$ cat src/rtl/scan_bw_pkg.sv
package scan_bw_pkg;
  typedef enum logic [1:0] {
    SBM_HOLD  = 2'd0,
    SBM_SHIFT = 2'd1,
    SBM_SCAN  = 2'd2
  } sbm_act_e;
endpackage

$ cat src/rtl/sbm_load_shift.sv
module sbm_load_shift #(
  parameter int WORD_W = 8,
  parameter int CNT_W  = $clog2(WORD_W + 1)
) (
  input  logic              clk,
  input  logic              rst,
  input  logic              load,
  input  logic [WORD_W-1:0] word,
  input  logic              shift,
  output logic              bit_out,
  output logic              empty
);
  logic [WORD_W-1:0] hold_q;
  logic [CNT_W-1:0]  left_q;

  always_ff @(posedge clk) begin
    if (rst) begin
      hold_q <= '0;
      left_q <= '0;
    end else if (load) begin
      hold_q <= word;
      left_q <= CNT_W'(WORD_W);
    end else if (shift) begin
      hold_q <= hold_q >> 1;
      left_q <= left_q - 1'b1;
    end
  end

  assign bit_out = hold_q[0];
  assign empty   = (left_q == '0);


  load_busy_chk: assert property (@(posedge clk) disable iff (rst)
    load |=> !empty);


  ready_return_chk: assert property (@(posedge clk) disable iff (rst)
    (left_q == CNT_W'(1) && shift && !load) |=> empty);
endmodule

$ cat src/rtl/sbm_slice_buf.sv
module sbm_slice_buf #(
  parameter int MAX_CH = 8,
  parameter int CNT_W  = $clog2(MAX_CH + 1)
) (
  input  logic              clk,
  input  logic              rst,
  input  logic [CNT_W-1:0]  nch,
  input  logic              push,
  input  logic              bit_in,
  input  logic              drain,
  output logic [MAX_CH-1:0] slice,
  output logic [CNT_W-1:0]  fill
);
  logic [CNT_W-1:0] fill_q;

  always_ff @(posedge clk) begin
    if (rst || drain) fill_q <= '0;
    else if (push)    fill_q <= fill_q + 1'b1;
  end

  for (genvar g = 0; g < MAX_CH; g++) begin : g_pos
    logic pos_q;
    always_ff @(posedge clk) begin
      if (rst || drain)                     pos_q <= 1'b0;
      else if (push && fill_q == CNT_W'(g)) pos_q <= bit_in;
    end
    assign slice[g] = pos_q;
  end

  assign fill = fill_q;


  fill_limit_chk: assert property (@(posedge clk) disable iff (rst)
    fill_q <= nch);


  push_drain_excl_chk: assert property (@(posedge clk) disable iff (rst)
    !(push && drain));
endmodule

$ cat src/rtl/sbm_ctrl.sv
module sbm_ctrl
  import scan_bw_pkg::*;
#(
  parameter int CNT_W = 4
) (
  input  logic [CNT_W-1:0] fill,
  input  logic [CNT_W-1:0] nch,
  input  logic             src_empty,
  input  logic             capture,
  input  logic             in_valid,
  output sbm_act_e         act,
  output logic             do_load,
  output logic             ready
);
  always_comb begin
    if (fill == nch && !capture)       act = SBM_SCAN;
    else if (!src_empty && fill < nch) act = SBM_SHIFT;
    else                               act = SBM_HOLD;
  end

  assign ready   = src_empty;
  assign do_load = src_empty && in_valid;
endmodule

$ cat src/rtl/scan_bw_matcher.sv
module scan_bw_matcher
  import scan_bw_pkg::*;
#(
  parameter int  WORD_W = 8,
  localparam int CNT_W  = $clog2(WORD_W + 1)
) (
  input  logic              clk,
  input  logic              rst,
  input  logic [CNT_W-1:0]  cfg_chains,
  input  logic [WORD_W-1:0] in_data,
  input  logic              in_valid,
  output logic              in_ready,
  input  logic              capture,
  output logic [WORD_W-1:0] scan_slice,
  output logic              scan_en
);
  localparam int MAX_CH = WORD_W;

  sbm_act_e          act;
  logic              do_load, src_empty, src_bit;
  logic [CNT_W-1:0]  fill;
  logic [MAX_CH-1:0] buf_slice;
  logic [MAX_CH-1:0] hi_mask;

  sbm_ctrl #(.CNT_W(CNT_W)) u_ctrl (
    .fill(fill), .nch(cfg_chains), .src_empty(src_empty), .capture(capture),
    .in_valid(in_valid), .act(act), .do_load(do_load), .ready(in_ready)
  );

  sbm_load_shift #(.WORD_W(WORD_W), .CNT_W(CNT_W)) u_src (
    .clk(clk), .rst(rst), .load(do_load), .word(in_data),
    .shift(act == SBM_SHIFT), .bit_out(src_bit), .empty(src_empty)
  );

  sbm_slice_buf #(.MAX_CH(MAX_CH), .CNT_W(CNT_W)) u_buf (
    .clk(clk), .rst(rst), .nch(cfg_chains), .push(act == SBM_SHIFT),
    .bit_in(src_bit), .drain(act == SBM_SCAN), .slice(buf_slice), .fill(fill)
  );

  always_ff @(posedge clk) begin
    if (rst) begin
      scan_en    <= 1'b0;
      scan_slice <= '0;
    end else begin
      scan_en <= (act == SBM_SCAN);
      if (act == SBM_SCAN) scan_slice <= buf_slice;
    end
  end

  always_comb begin
    for (int i = 0; i < MAX_CH; i++) hi_mask[i] = (CNT_W'(i) >= cfg_chains);
  end


  single_pulse_chk: assert property (@(posedge clk) disable iff (rst)
    scan_en |=> !scan_en);


  capture_hold_chk: assert property (@(posedge clk) disable iff (rst)
    capture |=> !scan_en);


  upper_zero_chk: assert property (@(posedge clk) disable iff (rst)
    scan_en |-> ((scan_slice & hi_mask) == '0));


  cfg_range_chk: assert property (@(posedge clk) disable iff (rst)
    (cfg_chains != '0) && (cfg_chains <= CNT_W'(WORD_W)));
endmodule

$ cat config.mk
export PLATFORM = sky130hd
export DESIGN_NAME = scan_bw_matcher
export DESIGN_NICKNAME = d
export VERILOG_FILES = /design/src/rtl/scan_bw_pkg.sv /design/src/rtl/sbm_load_shift.sv /design/src/rtl/sbm_slice_buf.sv /design/src/rtl/sbm_ctrl.sv /design/src/rtl/scan_bw_matcher.sv
export SDC_FILE = /design/constraint.sdc
export NUM_CORES = 1
export LEC_CHECK = 0
export ABC_AREA = 1
export CORE_AREA = 2 2 63 65
export CTS_BUF_LIST = sky130_fd_sc_hd__clkbuf_8
export CTS_CLUSTER_DIAMETER = 80
export DETAILED_ROUTE_END_ITERATION = 8
export DIE_AREA = 0 0 65 67
export GPL_TIMING_DRIVEN = 0
export PLACE_DENSITY = 0.75
export SETUP_SLACK_MARGIN = 0.15
export SLEW_MARGIN = 25
export SYNTH_ARGS = -nofsm -noshare
export SYNTH_HDL_FRONTEND = slang
export SYNTH_SLANG_ARGS = --single-unit
export TNS_END_PERCENT = 5
$ cat constraint.sdc
create_clock -name clk -period 1.4 [get_ports clk]
set_input_delay 0.28 -clock clk [delete_from_list [all_inputs] [get_ports clk]]
set_output_delay 0.28 -clock clk [all_outputs]
set_load 0.01 [all_outputs]
==> results.md <==
* Mapped Avg Cell Area at 6.82 sq um
* Commonest non-fill, non-tap cells in the layout: 79 x nand2_1, 34 x inv_1, 27 x dfxtp_1, 22 x nor2_1, 16 x nand3_1
* Antenna violations before repair at 0
* Max Cap Viol at 0
* DR iter-0 viols at 77
* Critical Path Source: u_buf.fill[0]
* Fin Hold WS at 0.456 ns
* Total power at between 5 and 6 mW
* Initial Util at between 40% and 50%
* RSZ-0062 raised after global routing: true
* GRT Util Overall at 21.6%
* Vias in the first global route at between 1500 and 2000
* Synth-to-Final Area Change at 39.2%
* Vias at 1696
* Routed Antenna Nets at 0
* Worst Path Max Fanout at 6
* Max VDD drop at 1.80 mV
* Leak pwr at about 1.1 nW
* Post-Synthesis Cell Area at 1770 sq um
* CTS HTree Levels at 2
* Post-CTS Hold Buffers at 0
* First-pass GRT wire length at 7040 um
* # IOs at 26
* Yosys reg bits at 33
* Final Hold Fails at 0
* Rows at 22
* Die footprint at 4360 sq um
* Largest net degree at the start of global routing at 12
* Worst clock skew at just under 0.007 ns
* Share of layout cells above drive strength 1 at 24.3%
* HP Start: scan_slice[2]
* CTS tree: built
* Tightest Pin Transition at 0.230 ns
* Area occupied by registers at around 680 sq um
* Multi-input gate area at 1030 sq um
* Core area at 3610 sq um
* Crit path launch type: register
* Grt ovf at 0
* Syn_nets at between 200 and 300
* Bufs on Longest Clock Path at 2
* TritonCTS Buffers at 5
* Yosys cell types at 20
* WL/cell at 11.5 um
* Slew headroom at 84.7%
* Setup WS pre-CTS at -0.674 ns
* Router iterations before antenna repair at 6
* Root buffer cell: clkbuf_8
* Crit share post-route at 110%
* Design Area, Final at 2470 sq um
* Seq/Total Area, Yosys at approximately 37%
* Failing checks: setup timing
* Commonest non-fill, non-tap cell in the layout: nand2_1
* Setup slack after layout at -0.133 ns
* Synth warn at 0
* Power per cell area at 2210 nW/um^2
* Final setup fails at 33
* Clk sink count at 33
* Die height at 67 um
* Worst-skew pair later-pin latency at around 0.29 ns
* RD Place Congestion at 0.809
* Critical Path AT at 1.76 ns
* Drt drc at 0
* Vias/cell at between 4 and 5
* FILL cells at 307
* Gate Count Post-Synth at 260
* Die Wd at 65 um
* Post-route minimum period at 1.53 ns
* Final HPWL DP at 2510 um
* RR Startpoint: u_buf.fill[0]
* Placed instance area at about 2100 sq um
* Class of the tightest hold or removal check: register to register
* Post-Route WL at 4050 um
* Clock Pin Slew Worst Setup and Hold Paths at approximately 0.070 ns
* Layout Cells excl Fill at 353
* Antenna cells at 0
* Port bufs at 25
* Placed insts at 333
* CP Class: register to register
* CP Capture Type: register
* # nets final at 330
* Status: finished with violations
* WP data required at 1.63 ns
* Max-slew violations at 0
* Maximum clock frequency at 652 MHz
[where the power goes]
group	internal (mW)	switching, mW
sequential	1.15	0.151
combinational	1.61	1.82
clock	0.343	0.375
[repair_timing]
item | 4_1_cts | 5_1_grt
endpoints found under the setup margin | 43 | 34
buffers inserted | 9 | 0
gates resized for setup | 50 | 16
cloned | 2 | 1
pin swaps | 15 | 8
[kinds of logic (layout without fill, tap and decap cells)]
logic type / after synthesis / in the layout / synth area share [%]
and+or+nand+nor: 136 / 136 / 33.4
buffers and inverters: 51 / 96 / 12.8
DFF: 33 / 33 / 37.3
AOI/OAI and AO/OA: 28 / 28 / 8.54
adders and majority gates: 10 / 10 / 7.06
xor gates and xnor gates: 2 / 2 / 0.988
[final cells by class]
class | count | share of cell area (%)
multi-input cells | 176 | 41.7
flip-flops and latches | 33 | 27.4
repair buffers | 37 | 14.3
inverters | 44 | 7.00
plain buffers | 7 | 3.65
clock buffers | 5 | 2.79
well taps | 48 | 2.43
clock inverters | 3 | 0.710
[worst paths after layout]
kind / to / slack (ns) / cells after the start
max reg2reg: u_src.hold_q[6] / -0.13 / 10
min: scan_slice[2] / 0.46 / 2
min reg2reg: scan_slice[2] / 0.46 / 2
max: u_src.hold_q[6] / -0.13 / 10
[Yosys cell counts (all sizes together)]
master,count,share of area [%]
ha,10,7.1
or2,1,0.35
nor2,26,6.2
xor2,2,0.99
nand3,21,7.3
a21oi,17,5.4
buf,7,3.5
dfxtp,33,37
inv,44,9.3
o21ai,11,3.1
nand2,88,19
[critical path, cell delays in order (launching register included)]
cell,delay [ns]
dfxtp_2,0.36
inv_4,0.05
ha_4,0.26
nand2_4,0.05
nor2_4,0.12
inv_2,0.05
nand3_4,0.12
buf_12,0.15
buf_12,0.12
nand3_2,0.06
a21oi_2,0.12
[sequential cells by signal, summed over array words and instances (netlist names)]
register,cells
u_buf.fill,4
u_buf.g_pos.pos_q,8
u_src.left_q,4
scan_slice,8
scan_en,1
u_src.hold_q,8
[layer usage]
layer	share of wire, %	GRT usage [%]	up-vias
met5	0	0	-
met4	1.8	6.65	0
met3	5.3	8.11	9
met2	51	38.8	43
met1	42	23.6	765
li1	-	-	879
[metrics by stage]
stage / utilization [%] / setup TNS [ns]
6_report: 68.4 / -2.52
5_1_grt: 68.4 / -5.11
4_1_cts: 66.9 / -1.68
3_5_place_dp: 59.4 / -19.44
3_3_place_gp: 59.4 / -18.27
2_1_floorplan: - / -0.0103
Note: power is estimated with default switching activity, not from simulation.
